<file path="src/rtl/vecIrqPkg.sv">
package vecIrqPkg;
  localparam int VEC_W = 8;
  localparam logic [3:0] ADDR_MASK  = 4'd0;
  localparam logic [3:0] ADDR_TRIG  = 4'd1;
  localparam logic [3:0] ADDR_PEND  = 4'd2;
  localparam logic [3:0] ADDR_SERV  = 4'd3;
  localparam logic [3:0] ADDR_EOI   = 4'd4;
  localparam logic [3:0] ADDR_TPR   = 4'd5;
  localparam logic [3:0] ADDR_TIMER = 4'd6;
  localparam int TIMER_MASK_BIT = 16;

  typedef struct packed {
    logic wrMask;
    logic wrTrig;
    logic wrTpr;
    logic wrTimer;
    logic eoi;
    logic ack;
  } picStrobe_t;
endpackage

</file>
<file path="src/rtl/vecIrqCtlCtrl.sv">
module vecIrqCtlCtrl
  import vecIrqPkg::*;
#(
  parameter int ADDR_W = 4
) (
  input  logic              regWrEn,
  input  logic [ADDR_W-1:0] regAddr,
  input  logic              irqAck,
  input  logic              irqOut,
  output picStrobe_t        strb
);
  always_comb begin
    strb = '0;
    if (regWrEn) begin
      unique case (regAddr)
        ADDR_MASK:  strb.wrMask  = 1'b1;
        ADDR_TRIG:  strb.wrTrig  = 1'b1;
        ADDR_EOI:   strb.eoi     = 1'b1;
        ADDR_TPR:   strb.wrTpr   = 1'b1;
        ADDR_TIMER: strb.wrTimer = 1'b1;
        default: ;
      endcase
    end
    strb.ack = irqAck & irqOut;
  end
endmodule

</file>
<file path="src/rtl/vecIrqCtlPath.sv">
module vecIrqCtlPath
  import vecIrqPkg::*;
#(
  parameter int NUM_LINES = 32,
  parameter int VEC_BASE  = 32,
  parameter int DATA_W    = 32,
  parameter int ADDR_W    = 4,
  parameter int SEL_W     = 4
) (
  input  logic                 clk,
  input  logic                 rstN,
  input  logic [NUM_LINES-1:0] reqIn,
  input  logic                 timerReq,
  input  picStrobe_t           strb,
  input  logic [DATA_W-1:0]    wrData,
  input  logic [ADDR_W-1:0]    rdAddr,
  output logic                 irqOut,
  output logic [VEC_W-1:0]     irqVector,
  output logic [DATA_W-1:0]    rdData
);
  localparam int LINE_W = $clog2(NUM_LINES);

  logic [NUM_LINES-1:0] maskReg, trigLevel, pendEdge, inServ, prevReq;
  logic [NUM_LINES-1:0] lineReq, timerVec, rise, pendEff, tprOk, eligible;
  logic [NUM_LINES-1:0] ackOh, eoiOh;
  logic [7:0]           tprReg;
  logic [SEL_W-1:0]     timerSel;
  logic                 timerMasked;
  logic [LINE_W-1:0]    topLine, svcLine;
  logic                 anyElig, anyServ;

  function automatic logic [LINE_W-1:0] msbIdx(input logic [NUM_LINES-1:0] v);
    msbIdx = '0;
    for (int i = 0; i < NUM_LINES; i++)
      if (v[i]) msbIdx = LINE_W'(i);
  endfunction

  // per-line timer routing and task-priority class gate
  for (genvar g = 0; g < NUM_LINES; g++) begin : gLine
    localparam logic [VEC_W-1:0] VEC_G = VEC_W'(VEC_BASE + g);
    assign timerVec[g] = timerReq && !timerMasked && (int'(timerSel) == g);
    assign tprOk[g]    = VEC_G[7:4] > tprReg[7:4];
  end

  assign lineReq  = reqIn | timerVec;
  assign rise     = lineReq & ~prevReq;
  assign pendEff  = (pendEdge & ~trigLevel) | (lineReq & trigLevel);
  assign eligible = pendEff & ~maskReg & tprOk;
  assign anyElig  = |eligible;
  assign anyServ  = |inServ;
  assign topLine  = msbIdx(eligible);
  assign svcLine  = msbIdx(inServ);

  assign irqOut    = anyElig && (!anyServ || topLine > svcLine);
  assign irqVector = VEC_W'(VEC_BASE) + VEC_W'(topLine);

  assign ackOh = strb.ack ? (NUM_LINES'(1) << topLine) : '0;
  assign eoiOh = (strb.eoi && anyServ) ? (NUM_LINES'(1) << svcLine) : '0;

  always_ff @(posedge clk) begin
    if (!rstN) begin
      maskReg     <= '1;
      trigLevel   <= '0;
      pendEdge    <= '0;
      inServ      <= '0;
      prevReq     <= '0;
      tprReg      <= '0;
      timerSel    <= '0;
      timerMasked <= 1'b1;
    end else begin
      prevReq  <= lineReq;
      pendEdge <= ((pendEdge & ~ackOh) | rise) & ~trigLevel;
      inServ   <= (inServ & ~eoiOh) | ackOh;
      if (strb.wrMask) maskReg   <= wrData[NUM_LINES-1:0];
      if (strb.wrTrig) trigLevel <= wrData[NUM_LINES-1:0];
      if (strb.wrTpr)  tprReg    <= wrData[7:0];
      if (strb.wrTimer) begin
        timerSel    <= wrData[SEL_W-1:0];
        timerMasked <= wrData[TIMER_MASK_BIT];
      end
    end
  end

  always_comb begin
    rdData = '0;
    unique case (rdAddr)
      ADDR_MASK:  rdData[NUM_LINES-1:0] = maskReg;
      ADDR_TRIG:  rdData[NUM_LINES-1:0] = trigLevel;
      ADDR_PEND:  rdData[NUM_LINES-1:0] = pendEff;
      ADDR_SERV:  rdData[NUM_LINES-1:0] = inServ;
      ADDR_TPR:   rdData[7:0]           = tprReg;
      ADDR_TIMER: begin
        rdData[SEL_W-1:0]      = timerSel;
        rdData[TIMER_MASK_BIT] = timerMasked;
      end
      default: ;
    endcase
  end

  // an offered vector lies inside the fixed window
  a_r2_vector_window: assert property (@(posedge clk) disable iff (!rstN)
    irqOut |-> (irqVector >= VEC_W'(VEC_BASE) && irqVector < VEC_W'(VEC_BASE + NUM_LINES)));
  // acknowledged line is in service next cycle
  a_r4_ack_to_service: assert property (@(posedge clk) disable iff (!rstN)
    strb.ack |=> inServ[$past(topLine)]);
  // end of service retires the top in-service line
  a_r6_eoi_retires: assert property (@(posedge clk) disable iff (!rstN)
    (strb.eoi && anyServ && !strb.ack) |=> !inServ[$past(svcLine)]);
  // end of service with nothing in service changes nothing
  a_r6_eoi_idle: assert property (@(posedge clk) disable iff (!rstN)
    (strb.eoi && !anyServ && !strb.ack) |=> (inServ == '0));
  // a rising edge on an edge line is latched as pending
  a_r9_edge_latch: assert property (@(posedge clk) disable iff (!rstN)
    |(rise & ~trigLevel & ~ackOh) |=> ((pendEdge & $past(rise & ~trigLevel & ~ackOh))
                                      == $past(rise & ~trigLevel & ~ackOh)));
endmodule

</file>
<file path="src/rtl/vecIrqCtl.sv">
module vecIrqCtl
  import vecIrqPkg::*;
#(
  parameter int NUM_LINES = 32,
  parameter int VEC_BASE  = 32,
  parameter int DATA_W    = 32,
  parameter int ADDR_W    = 4,
  parameter int SEL_W     = 4
) (
  input  logic                 clk,
  input  logic                 rstN,
  input  logic [NUM_LINES-1:0] reqIn,
  input  logic                 timerReq,
  output logic                 irqOut,
  output logic [VEC_W-1:0]     irqVector,
  input  logic                 irqAck,
  input  logic                 regWrEn,
  input  logic [ADDR_W-1:0]    regAddr,
  input  logic [DATA_W-1:0]    regWrData,
  output logic [DATA_W-1:0]    regRdData
);
  picStrobe_t strb;

  vecIrqCtlCtrl #(.ADDR_W(ADDR_W)) uCtrl (
    .regWrEn(regWrEn), .regAddr(regAddr), .irqAck(irqAck),
    .irqOut(irqOut), .strb(strb)
  );

  vecIrqCtlPath #(
    .NUM_LINES(NUM_LINES), .VEC_BASE(VEC_BASE), .DATA_W(DATA_W),
    .ADDR_W(ADDR_W), .SEL_W(SEL_W)
  ) uPath (
    .clk(clk), .rstN(rstN), .reqIn(reqIn), .timerReq(timerReq),
    .strb(strb), .wrData(regWrData), .rdAddr(regAddr),
    .irqOut(irqOut), .irqVector(irqVector), .rdData(regRdData)
  );
endmodule

</file>
<file path="config.mk">
export PLATFORM = sky130hd
export DESIGN_NAME = vecIrqCtl
export DESIGN_NICKNAME = d
export VERILOG_FILES = /design/src/rtl/vecIrqPkg.sv /design/src/rtl/vecIrqCtlCtrl.sv /design/src/rtl/vecIrqCtlPath.sv /design/src/rtl/vecIrqCtl.sv
export SDC_FILE = /design/constraint.sdc
export NUM_CORES = 1
export LEC_CHECK = 0
export ABC_AREA = 1
export BUFFER_PORTS_ARGS = -buffer_cell sky130_fd_sc_hd__buf_2
export CELL_PAD_IN_SITES_DETAIL_PLACEMENT = 1
export CELL_PAD_IN_SITES_GLOBAL_PLACEMENT = 1
export CORE_MARGIN = 8
export CORE_UTILIZATION = 47
export CTS_BUF_LIST = sky130_fd_sc_hd__clkbuf_2 sky130_fd_sc_hd__clkbuf_4 sky130_fd_sc_hd__clkbuf_8
export DETAILED_ROUTE_END_ITERATION = 7
export GPL_TIMING_DRIVEN = 0
export PLACE_DENSITY_LB_ADDON = 0.3
export SKIP_CTS_REPAIR_TIMING = 1
export SYNTH_ARGS = -nofsm -noshare
export SYNTH_HDL_FRONTEND = slang
export SYNTH_SLANG_ARGS = --single-unit
export TNS_END_PERCENT = 5
</file>
<file path="constraint.sdc">
create_clock -name clk -period 7.9 [get_ports clk]
set_clock_uncertainty 0.05 [all_clocks]
set_input_delay 1.58 -clock clk [delete_from_list [all_inputs] [get_ports clk]]
set_output_delay 1.58 -clock clk [all_outputs]
set_load 0.02 [all_outputs]
</file>
==> results.toml <==
[run_status]
outcome = "finished, violations left"
failed_checks = "DRC"

[die]
die_h_um = 154.4
die_area_um2 = 23840
fp.coreArea_um2 = 18770
pin_count = 114
rows = 50
initial_core_util_pct = 47.97
dieWidth_um = 154.4

[clocking]
cts_sinks = 173
cts_root_buf = "clkbuf_8"
clk_pin_slew_ns = 0.10
clk_latency_ns = 0.50
htreeDepth = 4
cts_tree = "built"
clockBufferDepth = 2
cts_inserted_buffers = 17

[timing]
period_needed_ns = 7.344
drv_slew = 0
hold_viol_final = 0
setup_viol = 0
max_freq_ghz = 0.1362
worst_slew_pin_slew_ns = 1.372
period_share_pct = 92.96
setup_tns_ns = 0
rsz0062_at_grt = "false"
setup_slack_ns = 0.5563
slew_headroom_pct = 7.840

[synth]
synth_cell_types = 52
synthTopCellsByArea = "dfxtp_1 (38%), nand2_1 (12%), inv_1 (6.8%), a21oi_1 (6.6%), o21ai_0 (5.6%)"
synth_seq_cells = 173
yosysWarnings = 0
synth_area_um2 = 9002
synth_edf_count = 0
synthCells = 1280
ys_seq_area_share_pct = 38.47
async_flop_share_pct = 0
synth_top_area_share_pct = 38.47
avgSynthCellArea_um2 = 7.033
yosysTopAreaCell = "dfxtp_1"
synth_common_cells = "nand2_1 (280), dfxtp_1 (173), inv_1 (162)"
synth_ff_type = "dfxtp_1"
synth_most_common_cell = "nand2_1"

[worst_setup_path]
crit_cells = 29
crit_top_cell = "nand2_1"
max_stage_delay_ns = 0.36
crit_required_ns = 6.27
crit_arrival_ns = 5.71
worst_path_max_delay_cell = "ha_1"
critPathLaunchType = "input port"
crit_fanout = 9
reg2reg_depth = 33
cp_num_buf_inv = 6
critPathCaptureType = "primary output"
cp_top_family = "compound AO/OA/AOI/OAI gates"
setup.worst_path.class = "input port to primary output"

[drt]
routedWlPerCell_um = 22.40
post-route-drc-count = 2
drt_iter0_drc = 972
ant_nets = 0
totalWireLength_um = 37090
vias_per_cell = 6.031
vias = 9987
drt-pass1-iter-count = 8

[finish]
final_layout_size_suffix_gt1_share_pct = 16.74
syn2layout_area_growth_pct = 14.39
insertedDiodeCount = 0
nFillCells = 2560
fin_area_um2 = 10300
multi_input_area_um2 = 4639
nNetsFinal = 1487
regArea_um2 = 3463

[grt]
grt_usage_pct = 30.96
met2_usage_pct = 49.22
grt_max_degree = 17
antenna_found_initial = 1
grt.met1_usage_pct = 39.16
grt_pass1_vias = 10340
use_met3_pct = 7.662
busiest_layer = "met2"
grt_first_pass_wirelength_um = 57480
globalRouteOverflowTotal = 0

[placement]
gp_congestion = 0.9691
placed_cell_area_um2 = 9844
hpwl_um = 28410
port_buffers = 109
pre_cts_slack_ns = 0.7460

[power]
power-per-cell-area_nw_per_um2 = 190.3
ir_drop_v = 0.0001578
leakage_uw = 0.004647

[run]
drv_cap = 0

[hold_path]
min_path_cells = 2
hold_path.class = "flip-flop to flip-flop"
layout by cell type, fill, tap and decap left out, types with 7 or more instances in the layout:
master / Yosys / layout
o21ai_0: 101 / 101
o21bai_1: 17 / 17
a21oi_2: 8 / 8
o21a_1: 7 / 7
nand2_1: 280 / 280
nor2_1: 89 / 89
clkbuf_1: 47 / 47
a221oi_1: 23 / 23
a221o_1: 8 / 8
o21ai_1: 7 / 7
dfxtp_1: 173 / 173
or2_2: 18 / 18
o22ai_1: 12 / 12
buf_2: 5 / 114
o41ai_1: 16 / 16
mux2i_1: 12 / 12
clkbuf_8: 0 / 18
inv_1: 162 / 162
nand3_2: 18 / 18
nor3_1: 22 / 22
nand3_1: 54 / 54
a21oi_1: 118 / 118
inv_2: 15 / 15
cells by family after synthesis:
| logic type | Yosys count | share of synthesized area [%] |
|---|---|---|
| and+or+nand+nor | 513 | 26.49 |
| AOI/OAI and AO/OA | 339 | 22.89 |
| buffers and inverters | 236 | 10.03 |
| muxes | 12 | 1.334 |
| DFF | 173 | 38.47 |
| adders and majority gates | 5 | 0.6949 |
| other | 2 | 0.08342 |
final cells by class:
cell class                      count  area share [%]
Clock inverter                     14           1.993
Buffer                             56           2.211
Clock buffer                       18           2.406
Tap cell                          234           2.843
Timing Repair Buffer              109           5.298
Sequential cell                   173           33.63
Multi-Input combinational cell    872           45.05
Inverter                          180           6.561
worst paths after layout:
check                           from                 end  slack (ns)
hold reg to reg   uPath.pendEdge[26]  uPath.pendEdge[26]        0.41
setup / recovery            timerReq              irqOut        0.56
hold / removal    uPath.pendEdge[26]  uPath.pendEdge[26]        0.41
setup reg to reg   uPath.timerMasked   uPath.pendEdge[9]        1.89
state kept, by name (all words and copies together), names as in the netlist:
signal and cells:
uPath.inServ 32, uPath.maskReg 32, uPath.pendEdge 32, uPath.prevReq 32, uPath.timerMasked 1, uPath.timerSel 4
uPath.tprReg 8, uPath.trigLevel 32
per-stage QoR:
stage | instances | hold WS (ns) | utilization (%) | power (uW)
after global routing | 1656 | 0.4337 | 54.87 | 2023
after floorplan | 1281 | 0.3791 | - | 1127
final | 1656 | 0.4122 | 54.87 | 1959
after detailed placement | 1624 | 0.4012 | 52.45 | 1237
after CTS | 1656 | 0.4169 | 54.87 | 1950
after global placement | 1624 | 0.3908 | 52.45 | 1225
metal layers:
metal  share of wire (%)  vias to the layer above  routed length, um
li1                    -                     4505                  -
met1                  42                     4861              15400
met2                  46                      526              16910
met3                 9.2                       93               3419
met4                 3.6                        2               1351
met5               0.024                        -                  9
report_power, final:
group	internal (uW)	switching [uW]
Combinational	93.7	214
Clock	360	372
Sequential	904	16.1
worst register-to-register path, delay by kind of cell (launching register included):
family	cells	cell delay (ns)
simple gates	16	2.48
flops	1	0.41
compound gates	11	1.73
fa+ha+maj	1	0.37
buf+inv	5	0.91
Power figures use the tool's default switching activity.
